$ cat config.mk
export PLATFORM = sky130hd
export DESIGN_NAME = rxdet_seq
export DESIGN_NICKNAME = d
export VERILOG_FILES = /design/src/rtl/rxdet_pkg.sv /design/src/rtl/rxdet_lead_qual.sv /design/src/rtl/rxdet_settle_timer.sv /design/src/rtl/rxdet_seq_fsm.sv /design/src/rtl/rxdet_seq.sv
export SDC_FILE = /design/constraint.sdc
export NUM_CORES = 1
export LEC_CHECK = 0
export BUFFER_PORTS_ARGS = -buffer_cell sky130_fd_sc_hd__buf_2
export CORE_MARGIN = 1.5
export CORE_UTILIZATION = 40
export DETAILED_ROUTE_END_ITERATION = 10
export SLEW_MARGIN = 15
export SYNTH_ARGS = -nofsm -noshare
export SYNTH_HDL_FRONTEND = slang
export SYNTH_SLANG_ARGS = --single-unit
export TNS_END_PERCENT = 1
$ cat constraint.sdc
create_clock -name clk -period 1.29 [get_ports clk]
set_input_delay 0.129 -clock clk [delete_from_list [all_inputs] [get_ports clk]]
set_output_delay 0.129 -clock clk [all_outputs]
set_load 0.1 [all_outputs]
$ cat src/rtl/rxdet_pkg.sv
package rxdet_pkg;
  localparam logic [1:0] PWR_P0  = 2'b00;
  localparam logic [1:0] PWR_P0S = 2'b01;
  localparam logic [1:0] PWR_P1  = 2'b10;
  localparam logic [1:0] PWR_P2  = 2'b11;

  localparam logic [2:0] ST_NONE  = 3'b000;
  localparam logic [2:0] ST_FOUND = 3'b011;

  typedef enum logic [0:0] {
    SQ_IDLE    = 1'b0,
    SQ_MEASURE = 1'b1
  } seq_state_t;
endpackage

$ cat src/rtl/rxdet_lead_qual.sv
module rxdet_lead_qual #(
  parameter int IDLE_LEAD = 10
) (
  input  logic clk,
  input  logic rst,
  input  logic force_idle,
  output logic lead_ok
);
  localparam int LW = $clog2(IDLE_LEAD + 1);
  localparam logic [LW-1:0] LEAD_V = LW'(IDLE_LEAD);

  logic [LW-1:0] idle_cnt;

  always_ff @(posedge clk) begin
    if (rst || !force_idle) idle_cnt <= '0;
    else if (idle_cnt != LEAD_V) idle_cnt <= idle_cnt + 1'b1;
  end

  assign lead_ok = (idle_cnt == LEAD_V);

  assert_lead_restart_R3: assert property (@(posedge clk) disable iff (rst)
    !force_idle |=> !lead_ok);
  assert_lead_bound_R3: assert property (@(posedge clk) disable iff (rst)
    idle_cnt <= LEAD_V);
endmodule

$ cat src/rtl/rxdet_settle_timer.sv
module rxdet_settle_timer #(
  parameter int TIMEOUT = 64
) (
  input  logic                         clk,
  input  logic                         rst,
  input  logic                         run,
  input  logic                         cmp_level,
  output logic                         hit,
  output logic                         expire,
  output logic [$clog2(TIMEOUT+1)-1:0] count
);
  localparam int CW = $clog2(TIMEOUT + 1);
  localparam logic [CW-1:0] LAST_V = CW'(TIMEOUT - 1);

  always_ff @(posedge clk) begin
    if (rst || !run) count <= '0;
    else if (!hit && !expire) count <= count + 1'b1;
  end

  assign hit    = run && cmp_level;
  assign expire = run && !cmp_level && (count == LAST_V);

  assert_count_bound_R7: assert property (@(posedge clk) disable iff (rst)
    count <= LAST_V);
endmodule

$ cat src/rtl/rxdet_seq_fsm.sv
module rxdet_seq_fsm
  import rxdet_pkg::*;
#(
  parameter int TIMEOUT     = 64,
  parameter int PRESENT_THR = 16
) (
  input  logic                         clk,
  input  logic                         rst,
  input  logic [1:0]                   pwr_state,
  input  logic                         force_idle,
  input  logic                         det_req,
  input  logic                         lead_ok,
  input  logic                         hit,
  input  logic                         expire,
  input  logic [$clog2(TIMEOUT+1)-1:0] count,
  output logic                         run,
  output logic                         drv_tristate,
  output logic                         step_en,
  output logic                         done,
  output logic [2:0]                   status
);
  localparam int CW = $clog2(TIMEOUT + 1);
  localparam logic [CW-1:0] THR_V = CW'(PRESENT_THR);

  seq_state_t state;
  logic armed, start, finish, present, step_nxt;

  assign start    = (state == SQ_IDLE) && armed && det_req &&
                    (pwr_state == PWR_P1) && lead_ok;
  assign finish   = (state == SQ_MEASURE) && (hit || expire);
  assign present  = expire || (count >= THR_V);
  assign step_nxt = start || ((state == SQ_MEASURE) && !finish);
  assign run      = (state == SQ_MEASURE);

  always_ff @(posedge clk) begin
    if (rst) begin
      state        <= SQ_IDLE;
      armed        <= 1'b0;
      step_en      <= 1'b0;
      drv_tristate <= 1'b0;
      done         <= 1'b0;
      status       <= ST_NONE;
    end else begin
      step_en      <= step_nxt;
      drv_tristate <= force_idle || step_nxt;
      done         <= finish;
      status       <= (finish && present) ? ST_FOUND : ST_NONE;
      if (!det_req)   armed <= 1'b1;
      else if (start) armed <= 1'b0;
      if (start)       state <= SQ_MEASURE;
      else if (finish) state <= SQ_IDLE;
    end
  end

  assert_start_in_p1_R2: assert property (@(posedge clk) disable iff (rst)
    $rose(step_en) |-> $past(pwr_state) == PWR_P1);
  assert_start_after_lead_R3: assert property (@(posedge clk) disable iff (rst)
    $rose(step_en) |-> $past(lead_ok));
  assert_done_ends_step_R4: assert property (@(posedge clk) disable iff (rst)
    done |-> !step_en && $past(step_en));
  assert_done_single_R8: assert property (@(posedge clk) disable iff (rst)
    done |=> !done);
  assert_status_quiet_R8: assert property (@(posedge clk) disable iff (rst)
    !done |-> status == ST_NONE);
  assert_status_code_R6: assert property (@(posedge clk) disable iff (rst)
    done |-> (status == ST_NONE || status == ST_FOUND));
endmodule

$ cat src/rtl/rxdet_seq.sv
module rxdet_seq #(
  parameter int IDLE_LEAD   = 10,
  parameter int PRESENT_THR = 16,
  parameter int TIMEOUT     = 64
) (
  input  logic       clk,
  input  logic       rst,
  input  logic [1:0] pwr_state,
  input  logic       force_idle,
  input  logic       det_req,
  input  logic       cmp_level,
  output logic       drv_tristate,
  output logic       step_en,
  output logic       done,
  output logic [2:0] status
);
  localparam int CW = $clog2(TIMEOUT + 1);

  logic          lead_ok, run, hit, expire;
  logic [CW-1:0] count;

  rxdet_lead_qual #(.IDLE_LEAD(IDLE_LEAD)) u_lead (
    .clk(clk), .rst(rst), .force_idle(force_idle), .lead_ok(lead_ok)
  );

  rxdet_settle_timer #(.TIMEOUT(TIMEOUT)) u_timer (
    .clk(clk), .rst(rst), .run(run), .cmp_level(cmp_level),
    .hit(hit), .expire(expire), .count(count)
  );

  rxdet_seq_fsm #(.TIMEOUT(TIMEOUT), .PRESENT_THR(PRESENT_THR)) u_fsm (
    .clk(clk), .rst(rst), .pwr_state(pwr_state), .force_idle(force_idle),
    .det_req(det_req), .lead_ok(lead_ok), .hit(hit), .expire(expire),
    .count(count), .run(run), .drv_tristate(drv_tristate),
    .step_en(step_en), .done(done), .status(status)
  );

  assert_step_tristate_R10: assert property (@(posedge clk) disable iff (rst)
    step_en |-> drv_tristate);
  assert_idle_tristate_R10: assert property (@(posedge clk) disable iff (rst)
    force_idle |=> drv_tristate);
endmodule

# Word-level counts from Yosys, hierarchy flattened
# Index checks and enable logic that the tools add are counted.
dict set report totals {
  reg_bits 19
}
dict set report classes {
  addsub 2
  order_cmp 1
  n_eq_ne 5
  mux 5
  n_bitwise 1
  reduce_logical 24
}
# op count
set op_table {}
lappend op_table {{1-bit logical AND} 11}
lappend op_table {{7-bit by 1-bit adder with 7-bit output (second input constant)} 1}
lappend op_table {{7-bit by 6-bit equality test with 1-bit output (second input constant)} 1}
lappend op_table {{7-bit by 5-bit >= comparator with 1-bit output (second input constant)} 1}
lappend op_table {{1-bit logical NOT} 6}
lappend op_table {{1-bit logical OR} 6}
lappend op_table {{4-bit by 1-bit adder with 4-bit output (second input constant)} 1}
lappend op_table {{4-bit equality test (second input constant)} 1}
lappend op_table {{1-bit two-way mux} 4}
lappend op_table {{4-bit inequality test (second input constant)} 1}
lappend op_table {{2-bit equality test (second input constant)} 1}
lappend op_table {{2-bit two-way mux} 1}
lappend op_table {{2-bit by 1-bit inequality test with 1-bit output (second input constant)} 1}
lappend op_table {{2-bit nonzero test} 1}
lappend op_table {{1-bit inverter} 1}

# Depth between registers and ports, before layout
# Gate-level depths: netlist (run 1).
dict set report depth {
  ltp_word 9
  depth_mapped 5
  depth_no_buf 5
}

# Modules after synthesis
# From an unflattened synthesis (run 1), not the netlist that was laid out.
dict set report unflattened {
  cells_unflattened 80
  area_unflattened_um2 787.0
}
# module instances cells_each area_per_inst_um2
set by_module_without_submodules {}
lappend by_module_without_submodules {rxdet_settle_timer 1 38 346.6}
lappend by_module_without_submodules {rxdet_seq_fsm 1 21 225.2}
lappend by_module_without_submodules {rxdet_lead_qual 1 21 215.2}

# Worst setup path before layout (run 1)
# OpenSTA, ideal clock, no wires.
dict set report synth_path {
  path_kind {register -> output}
  startpoint {reg, netlist name u_fsm.status[0]}
  endpoint {out status[1]}
  arrival_ns 1.356
  required_time_ns 1.161
  slack_ns -0.195
  stages_incl_launch_ff 2
  path_buffers 1
  cell_sequence {dfxtp_1 buf_4}
}
# element line_no
set synth_rtl {}
lappend synth_rtl {{end, declared} rxdet_seq.sv:15} ;# output logic [2:0] status

# Worst setup path in the final report (run 1)
dict set report layout_path {
  startpoint {reg u_timer.count[0]}
  endpoint {reg u_timer.count[4]}
}
dict set report layout_between {
  elab_chain_cells 4
}
# element line_no
set layout_lines {}
lappend layout_lines {{start, declared} rxdet_settle_timer.sv:10} ;# output logic [$clog2(TIMEOUT+1)-1:0] count
lappend layout_lines {{start signal, assigned} rxdet_settle_timer.sv:17} ;# else if (!hit && !expire) count <= count + 1'b1;
lappend layout_lines {{branches (longest 4 deep; another with 7-bit by 1-bit adder with 7-bit output)} -}
# Several ways; the timed one is not identified.
# A chain may end at the register's enable or synchronous reset.

==> impl_results.md, run 1 <==
- Place WS: -0.0922 ns
- Synth Instances: 83
- Site Rows: 15
- CTS buffer count: 3
- Maximum VDD drop: 0.453 mV
- Setup CP Type: register to register
- Startpoint Class: register
- Root buf cell: clkbuf_4
- Switch share: 24.0%
- First DRT Iteration DRCs: 6
- Commonest non-fill, non-tap cell in the layout: dfxtp_1
- Combinational group share of total power: 7.9%
- Status: finished, violations left
- Final hold slack: 0.0689 ns
- GRT Total Usage: 16.4%
- Vias: 641
- Routed len/inst: 11.4 microns
- TritonCTS clock tree: yes
- Initial Utilization: 44.1%
- Cell Chain, Critical Path: ha_4, nand3_2, or4b_1, o211a_1
- H-tree Lvls: 1
- HP Class: input port to register
- Vias per cell: 4.97
- Clock transition at path regs: 0.09 ns
- Cell Pwr Density: 898 nW/um^2
- Number of flops mapped to enable cells by yosys: 0
- HPWL after detailed placement: 1130 microns
- Max cap viols: 0
- Worst path bufs/invs: 0
- Register Area: 344 sq um
- Number of global-route vias before repair: 580
- Seq cells post-synth: 17
- First-pass GRT wire length: 2490 microns
- Grt ovf: 0
- Boundary Pins: 13
- Synth cell types: 32
- Failing checks: setup timing
- P&R area growth vs syn: 25.8%
- Core Area: 1780 sq um
- Net Sw Power: 213 uW
- I/O Buffers: 11
- Syn_area_per_cell: 9.47 sq um
- Seq/Total Area, Yosys: 43.3%
- Worst path max stage delay: 0.47 ns
- Cell Area, Synth: 786 sq um
- Yosys warns: 0
- Worst path slowest cell: or4b_1
- Max clock buf depth: 2
- Final WS setup: -0.000752 ns
- Critical Path Sink Type: register
- P_leak: 0.420 nW
- Internal Power: 675 uW
- Most frequent cells in the layout: dfxtp_1 (14), buf_2 (11), buf_4 (10), nand2_1 (6), nor2_1 (6)
- Setup violators final: 1
- Hold Fails Final Rpt: 0
- Clock share of power: 31.9%
- DIE WIDTH: 47.3 microns
- F_max: 775 MHz
- Filler cells: 179
- Sequential power share: 60.2%
- Critical Path AT: 1.48 ns
- Fin. max-slew vios: 0
- ANT nets after route: 0
- Initial antenna violation count: 0
- First-pass iteration count of the detailed router: 4
- Routability Congestion: 0.749
- Unrepaired setup endpoints after global routing: true
- Residual DRC: 0
- Multi-input gate area: 438 sq um
- Post-route clock period utilization: 100%
- Die area: 2240 sq um
- Asr flop ratio synth: 0%
- Main synth FF type: dfxtp_1
- Sink Count: 17
- CP Data Required Time: 1.48 ns
- Mapped Nets: 94
- Largest net degree at the start of global routing: 12
- CP max FO: 3
- Die height: 47.3 microns
- Final Critical Period: 1.29 ns
- Nets: 116
- Total Power: 888 uW
- Crit path max-delay family: simple AND/OR/NAND/NOR gates
- Ant. Diodes: 0
- Clock Skew: 0.000929 ns
- Share of cells above drive strength 1: 31.7%
- Clk_lat worst skew: 0.29 ns
- WL final: 1480 microns
[area by class of cell]
type / count / area share (%)
clock buffers: 4 / 2.66
inverters: 5 / 1.90
multi-input cells: 57 / 44.3
flip-flops and latches: 17 / 34.8
well taps: 25 / 3.16
repair buffers: 21 / 13.2
[sequential cells by signal (all words and copies together), names as in the netlist]
signal / count
u_timer.count: 7
u_fsm.step_en: 1
u_fsm.run: 1
u_fsm.done: 1
u_lead.idle_cnt: 4
u_fsm.drv_tristate: 1
u_fsm.status: 1
u_fsm.armed: 1
[Yosys cell counts, types with 2 or more instances]
cell	n	share of area [%]
o21ai_0	3	1.9
nand2b_1	2	1.6
o2bb2ai_1	2	2.2
xor2_1	2	2.2
nand2_1	6	2.9
dfxtp_1	17	43
nor2b_1	3	2.4
nor2_1	6	2.9
nor3_1	2	1.3
buf_4	2	1.9
a211oi_1	2	1.9
nand3_1	3	1.9
a31oi_1	5	4.0
mux2i_1	2	2.5
inv_1	5	2.4
ha_1	4	6.4
buf_2	2	1.3
[kinds of logic (layout without fill, tap and decap cells)]
logic type                 after synthesis  in the layout  share of synthesized area [%]
DFF                                     17             17                           43.3
muxes                                    2              2                           2.55
other                                    1              1                          0.477
buffers and inverters                    9             30                           5.57
AOI/OAI and AO/OA                       17             17                           16.2
xor gates and xnor gates                 3              3                           3.34
adders and majority gates                4              4                           6.37
and+or+nand+nor                         30             30                           22.1
[power by group through the flow]
stage | clock [mW] | sequential [mW] | combinational (mW)
floorplan | 0 | 0.560 | 0.0337
global placement | 0 | 0.546 | 0.0684
detailed placement | 0 | 0.547 | 0.0691
CTS | 0.291 | 0.534 | 0.0707
global route | 0.325 | 0.536 | 0.0761
finish | 0.283 | 0.534 | 0.0700
[worst reg2reg max path, stage by stage (launching register included)]
cell     delay, ns
dfxtp_2       0.36
ha_4          0.15
nand3_2       0.08
or4b_1        0.47
o211a_1       0.14
[per-layer routing]
layer	global-route usage [%]	up-vias	share of wire, %
li1	-	332	-
met4	8.33	0	2.4
met3	3.46	5	2.0
met5	0	-	0
met1	19.9	296	46
met2	27.0	8	50
[metrics by stage]
| step | utilization (%) | area, sq um | TNS (ns) | instances |
|---|---|---|---|---|
| after floorplan | - | 787 | -0.0281 | 83 |
| after global placement | 51.8 | 923 | -0.141 | 125 |
| final | 55.4 | 988 | -0.000752 | 129 |
| after detailed placement | 51.8 | 923 | -0.274 | 125 |
| after global routing | 55.4 | 988 | -0.0875 | 129 |
| after CTS | 55.2 | 983 | 0 | 129 |
[path summary, 6_finish.rpt]
path | cells after the start | start | end | slack, ns
worst max-delay path | 4 | u_timer.count[0] | u_timer.count[4] | -0.0008
worst min register to register | 2 | u_timer.count[6] | u_timer.count[6] | 0.51
worst max register to register | 4 | u_timer.count[0] | u_timer.count[4] | -0.0008
worst min-delay path | 2 | rst | u_fsm.drv_tristate | 0.07
[repair_timing]
item                                    4_1_cts  5_1_grt
buffers inserted                              0        0
pin swaps                                     1        1
gates cloned                                  0        0
endpoints found under the setup margin        8        5
gates resized for setup                       8        1
hold buffers                                  0        0
Note: power is estimated with default switching activity, not from simulation.
==> inputs of run 2 (changes only) <==
SYNTH_HIERARCHICAL = 1   (was not set)
==> impl_results.md, run 2 <==
- Total Power: 897 uW (was 888 uW)
- Max cap viols: 0 (unchanged)
- Startpoint Class: register (unchanged)
- Synth Instances: 80 (was 83)
- Placement Cell Area: 975 sq um (was 923 sq um)
- TritonCTS clock tree: yes (unchanged)
- Post-route clock period utilization: 111% (was 100%)
- Placed cell count: 129 (was 125)
- Main synth FF type: dfxtp_1 (unchanged)
- Synth area leaders: dfxtp_1 (43%), ha_1 (4.8%), and4b_4 (3.5%) (was dfxtp_1 (43%), ha_1 (6.4%), a31oi_1 (4.0%))
- Sequential power share: 59.7% (was 60.2%)
- Root buf cell: clkbuf_4 (unchanged)
- Seq/Total Area, Yosys: 43.2% (was 43.3%)
- Worst path max stage delay: 0.35 ns (was 0.47 ns)
- Number of flops mapped to enable cells by yosys: 0 (unchanged)
- Most frequent cells in the layout: buf_4 (15), dfxtp_1 (14), buf_2 (11), a21oi_1 (5) (was dfxtp_1 (14), buf_2 (11), buf_4 (10), nand2_1 (6), nor2_1 (6))
- DIE WIDTH: 47.4 microns (was 47.3 microns)
- Setup CP Type: register to register (unchanged)
- Hold buffers post-CTS: 0 (unchanged)
- Max clock buf depth: 2 (unchanged)
- ANT nets after route: 0 (unchanged)
- Sink Count: 17 (unchanged)
- Final WS setup: -0.137 ns (was -0.000752 ns)
- Die area: 2240 sq um (about the same)
- Crit path max-delay family: simple AND/OR/NAND/NOR gates (unchanged)
- Clock share of power: 32.2% (was 31.9%)
- Most common cell in the netlist: dfxtp_1 (unchanged)
- GRT Total Usage: 17.5% (was 16.4%)
- Top Registers: u_timer/count (7), u_lead/idle_cnt (4) (was u_timer.count (7), u_lead.idle_cnt (4))
- Setup Fix Bufs, Post-CTS: 0 (unchanged)
- First-pass GRT wire length: 2660 microns (was 2490 microns)
- Seq cells post-synth: 17 (unchanged)
- F_max: 701 MHz (was 775 MHz)
- WL final: 1580 microns (was 1480 microns)
- P&R area growth vs syn: 31.2% (was 25.8%)
- Worst path slowest cell: dfxtp_2 (was or4b_1)
- Failing checks: setup timing (unchanged)
- Cell Area, Synth: 787 sq um (was 786 sq um)
- Status: finished, violations left (unchanged)
- CP max FO: 3 (unchanged)
- Critical Path Sink Type: register (unchanged)
- Maximum VDD drop: 0.652 mV (was 0.453 mV)
- P_leak: 0.424 nW (was 0.420 nW)
- Clock Skew: 0.00493 ns (was 0.000929 ns)
- Setup violators final: 3 (was 1)
- Nets: 119 (was 116)
- Vias per cell: 4.90 (was 4.97)
- Routed len/inst: 11.8 microns (was 11.4 microns)
- Share of cells above drive strength 1: 39.8% (was 31.7%)
- Core Area: 1780 sq um (unchanged)
- Vias: 652 (was 641)
- Combinational group share of total power: 8.1% (was 7.9%)
- Switch share: 24.5% (was 24.0%)
- Internal Power: 677 uW (was 675 uW)
- Design area: 1030 sq um (was 988 sq um)
- Final Critical Period: 1.43 ns (was 1.29 ns)
- Max reg flops: 7 (unchanged)
- Initial Utilization: 44.1% (about the same)
- Setup TNS: -0.347 ns (was -0.000752 ns)
- Initial antenna violation count: 0 (unchanged)
- Commonest non-fill, non-tap cell in the layout: buf_4 (was dfxtp_1)
- First DRT Iteration DRCs: 11 (was 6)
- Post-synth top cells: dfxtp_1 (17), a21oi_1 (5), nand2_1 (4), o21ai_0 (4) (was dfxtp_1 (17), nand2_1 (6), nor2_1 (6))
- Net Sw Power: 219 uW (was 213 uW)
- Clock transition at path regs: 0.10 ns (was 0.09 ns)
- Boundary Pins: 13 (unchanged)
- Mapped Nets: 90 (was 94)
- CP Data Required Time: 1.52 ns (was 1.48 ns)
- Routability Congestion: 0.700 (was 0.749)
- Grt ovf: 0 (unchanged)
- First-pass iteration count of the detailed router: 4 (unchanged)
- Hold Fails Final Rpt: 0 (unchanged)
- Number of global-route vias before repair: 572 (was 580)
- Synth cell types: 35 (was 32)
- Cell Pwr Density: 869 nW/um^2 (was 898 nW/um^2)
- HPWL after detailed placement: 1170 microns (was 1130 microns)
- Critical Path AT: 1.66 ns (was 1.48 ns)
- Largest net degree at the start of global routing: 14 (was 12)
- Die height: 47.4 microns (was 47.3 microns)
- Site Rows: 15 (unchanged)
- Cell Chain, Critical Path: ha_4, and4b_4, a211o_1, or3_1, a21oi_1 (was ha_4, nand3_2, or4b_1, o211a_1)
- Worst path bufs/invs: 0 (unchanged)
- Clk_lat worst skew: 0.29 ns (about the same)
- Residual DRC: 0 (unchanged)
- CTS buffer count: 3 (unchanged)
- Unrepaired setup endpoints after global routing: true (unchanged)
- Dominant cell type by area after synthesis: dfxtp_1 (unchanged)
- Final hold slack: 0.0430 ns (was 0.0689 ns)
- Yosys top cell area share: 43.2% (was 43.3%)
- Ant. Diodes: 0 (unchanged)
- Yosys warns: 6 (was 0)
- Asr flop ratio synth: 0% (unchanged)
- Fin. max-slew vios: 0 (unchanged)
- HP Class: input port to register (unchanged)
- Syn_area_per_cell: 9.84 sq um (was 9.47 sq um)
- Fin cells: 133 (was 129)
- H-tree Lvls: 1 (unchanged)
- Biggest register: u_timer/count (was u_timer.count)
- I/O Buffers: 11 (unchanged)
-- run 2: final cells by class --
type | count | area, sq um
clock buffer | 4 | 26.3
fill | 176 | 751
inverter | 3 | 11.3
multi-input combinational | 58 | 452
sequential | 17 | 344
tap | 25 | 31.3
timing repair buffer | 26 | 168
-- run 2: metrics by stage --
| stage | setup WS, ns | utilization [%] |
|---|---|---|
| detailed placement | -0.137 | 54.7 |
| global route | -0.185 | 57.9 |
| global placement | -0.117 | 54.7 |
| finish | -0.137 | 57.9 |
| floorplan | -0.170 | - |
| CTS | -0.128 | 57.3 |
-- run 2: timing repair --
item,4_1_cts,5_1_grt
gates resized for setup,5,4
endpoints found under the setup margin,8,10
cloned,0,0
pin swaps,2,1
-- run 2: power groups by stage --
stage          clock network [mW]  logic, mW  registers [mW]
6_report                    0.288     0.0724           0.536
5_1_grt                     0.318     0.0787           0.537
4_1_cts                     0.293     0.0714           0.536
3_5_place_dp                    0     0.0714           0.548
3_3_place_gp                    0     0.0699           0.548
2_1_floorplan                   0     0.0347           0.561
-- run 2: path summary, 6_finish.rpt --
| path | slack (ns) | endpoint | cells after the start | from |
|---|---|---|---|---|
| setup / recovery | -0.14 | u_timer/count[5] | 5 | u_timer/count[0] |
| hold / removal | 0.04 | u_fsm/armed | 2 | det_req |
| setup reg to reg | -0.14 | u_timer/count[5] | 5 | u_timer/count[0] |
| hold reg to reg | 0.50 | u_fsm/armed | 2 | u_fsm/armed |
-- run 2: cells by family after synthesis --
kind of cell,count (synthesis),share of synthesized area [%]
XOR/XNOR,3,3.34
AND/OR/NAND/NOR,32,28.8
buffers and inverters,5,3.34
adder cells (fa/ha/maj),3,4.77
multiplexers,2,2.54
AO/OA/AOI/OAI,17,13.5
flip-flops,17,43.2
other,1,0.476
-- run 2: routing by layer --
layer	vias to the layer above	track usage [%]	routed length, microns
li1	345	-	-
met1	289	26.2	865
met4	0	11.7	27
met5	-	0	0
met2	14	22.7	622
met3	4	2.31	59
-- run 2: worst register-to-register path, stage by stage (launching register included) --
cell and delay [ns]:
dfxtp_2 0.35, ha_4 0.16, and4b_4 0.18, a211o_1 0.26, or3_1 0.30, a21oi_1 0.12
==> inputs of run 3 (changes only) <==
PLACE_DENSITY_LB_ADDON = 0.08   (was not set)
==> impl_results.md, run 3 (synthesis results as in run 2) <==
- F_max: 703 MHz (was 701 MHz)
- WL final: 1530 microns (was 1580 microns)
- Clock Skew: 0.000900 ns (was 0.00493 ns)
- Hold buffers post-CTS: 0 (unchanged)
- Biggest register: u_timer/count (unchanged)
- Hold Fails Final Rpt: 0 (unchanged)
- Max cap viols: 0 (unchanged)
- Fin. max-slew vios: 0 (unchanged)
- Cell Chain, Critical Path: ha_4, and4b_4, a211o_1, or3_1, a21oi_1 (unchanged)
- Cell Pwr Density: 879 nW/um^2 (was 869 nW/um^2)
- P&R area growth vs syn: 30.0% (was 31.2%)
- Design area: 1020 sq um (was 1030 sq um)
- Register Area: 347 sq um (was 344 sq um)
- Commonest non-fill, non-tap cell in the layout: buf_4 (unchanged)
- P_leak: 0.420 nW (was 0.424 nW)
- Worst Setup EP: u_timer/count[5] (unchanged)
- GRT Total Usage: 16.7% (was 17.5%)
- Sink Count: 17 (unchanged)
- Boundary Pins: 13 (unchanged)
- Vias per cell: 4.97 (was 4.90)
- Initial Utilization: 44.1% (unchanged)
- Site Rows: 15 (unchanged)
- Core Area: 1780 sq um (unchanged)
- H-tree Lvls: 1 (unchanged)
- Residual DRC: 0 (unchanged)
- Setup violators final: 3 (unchanged)
- Post-route clock period utilization: 110% (was 111%)
- DIE WIDTH: 47.4 microns (unchanged)
- Total Power: 899 uW (was 897 uW)
- Critical Path AT: 1.66 ns (about the same)
- Die height: 47.4 microns (unchanged)
- Final WS setup: -0.132 ns (was -0.137 ns)
- Crit path max-delay family: simple AND/OR/NAND/NOR gates (unchanged)
- Worst path slowest cell: dfxtp_2 (unchanged)
- Clk_lat worst skew: 0.29 ns (about the same)
- Grt ovf: 0 (unchanged)
- Top Registers: u_timer/count (7), u_lead/idle_cnt (4) (unchanged)
- Largest net degree at the start of global routing: 14 (unchanged)
- HP Class: input port to register (unchanged)
- ANT nets after route: 0 (unchanged)
- Multi-input gate area: 447 sq um (was 452 sq um)
- CP max FO: 3 (unchanged)
- Status: finished, violations left (unchanged)
- CP Data Required Time: 1.52 ns (about the same)
- Root buf cell: clkbuf_4 (unchanged)
- CTS buffer count: 3 (unchanged)
- Die area: 2240 sq um (unchanged)
- Clock transition at path regs: 0.10 ns (about the same)
- First-pass GRT wire length: 2560 microns (was 2660 microns)
- First-pass iteration count of the detailed router: 4 (unchanged)
- Vias: 656 (was 652)
- Initial antenna violation count: 0 (unchanged)
- Ant. Diodes: 0 (unchanged)
- Max clock buf depth: 2 (unchanged)
- Startpoint Class: register (unchanged)
- FF-to-FF End: u_timer/count[5] (unchanged)
- HPWL after detailed placement: 1150 microns (was 1170 microns)
- Final Util: 57.4% (was 57.9%)
- R2R depth: 5 (unchanged)
- Worst path max stage delay: 0.35 ns (about the same)
- Unrepaired setup endpoints after global routing: true (unchanged)
- Worst path bufs/invs: 0 (unchanged)
- Placement Cell Area: 967 sq um (was 975 sq um)
- Worst reg2reg startpoint: u_timer/count[0] (unchanged)
- Critical Path Sink Type: register (unchanged)
- Max reg flops: 7 (unchanged)
- Maximum VDD drop: 0.581 mV (was 0.652 mV)
- First DRT Iteration DRCs: 8 (was 11)
- R2r setup slk: -0.13 ns (was -0.14 ns)
- Crit path launch: u_timer/count[0] (unchanged)
- TritonCTS clock tree: yes (unchanged)
- Filler cells: 158 (was 176)
- Setup CP Type: register to register (unchanged)
- Share of cells above drive strength 1: 42.1% (was 39.8%)
- Routability Congestion: 0.706 (was 0.700)
- Final Critical Period: 1.42 ns (was 1.43 ns)
- Setup Fix Bufs, Post-CTS: 0 (unchanged)
- Number of global-route vias before repair: 588 (was 572)
- Crit. path cell count: 5 (unchanged)
- Nets: 118 (was 119)
- Failing checks: setup timing (unchanged)
- Most frequent cells in the layout: buf_4 (14), dfxtp_1 (12), buf_2 (11), a21oi_1 (5), dfxtp_2 (5) (was buf_4 (15), dfxtp_1 (14), buf_2 (11), a21oi_1 (5))
- Routed len/inst: 11.6 microns (was 11.8 microns)
- I/O Buffers: 11 (unchanged)
==> run 3: metal layers <==
metal / up-vias / share of wire (%) / global-route usage [%]
met3: 4 / 4.2 / 3.46
li1: 346 / - / -
met5: - / 0 / 0
met2: 16 / 40 / 23.0
met1: 290 / 53 / 23.6
met4: 0 / 2.6 / 10.0
==> run 3: stage by stage <==
stage / TNS [ns] / worst slack, ns / hold slack, ns / cells
6_report: -0.336 / -0.132 / 0.0347 / 132
3_5_place_dp: -0.588 / -0.131 / 0.350 / 128
2_1_floorplan: -0.282 / -0.170 / 0.198 / 80
4_1_cts: -0.468 / -0.124 / 0.0229 / 132
3_3_place_gp: -0.408 / -0.122 / 0.349 / 128
5_1_grt: -0.795 / -0.185 / 0.0184 / 132
==> run 3: layout make-up <==
type	instances	share of cell area, %
repair buffers	25	15.6
flip-flops and latches	17	33.9
clock inverters	1	0.489
multi-input cells	58	43.6
well taps	25	3.06
inverters	3	1.10
clock buffers	3	2.20
==> run 3: what timing repair did <==
| action | 4_1_cts | 5_1_grt |
|---|---|---|
| gates resized for setup | 4 | 6 |
| cloned | 0 | 0 |
| setup endpoints to repair | 8 | 11 |
| pin swaps | 1 | 1 |
==> run 3: power breakdown <==
part	switching [mW]	internal, mW	total (mW)
combinational	0.0471	0.0251	0.0721
clock	0.175	0.115	0.291
sequential	0.00382	0.532	0.536
total	0.226	0.673	0.899
==> run 3: how the worst min path moves through the flow <==
stage	start	end	slack [ns]	cells past startpoint
2_1_floorplan	rst	u_fsm/drv_tristate	0.20	1
3_3_place_gp	det_req	u_fsm/armed	0.35	2
3_5_place_dp	det_req	u_fsm/armed	0.35	2
4_1_cts	det_req	u_fsm/armed	0.02	2
5_1_grt	det_req	u_fsm/armed	0.02	2
6_report	det_req	u_fsm/armed	0.03	2
==> run 3: worst reg2reg max path, cell delays in order, from the launching register on <==
cell and delay, ns:
dfxtp_2 0.35, ha_4 0.15, and4b_4 0.18, a211o_1 0.26, or3_1 0.30, a21oi_1 0.12
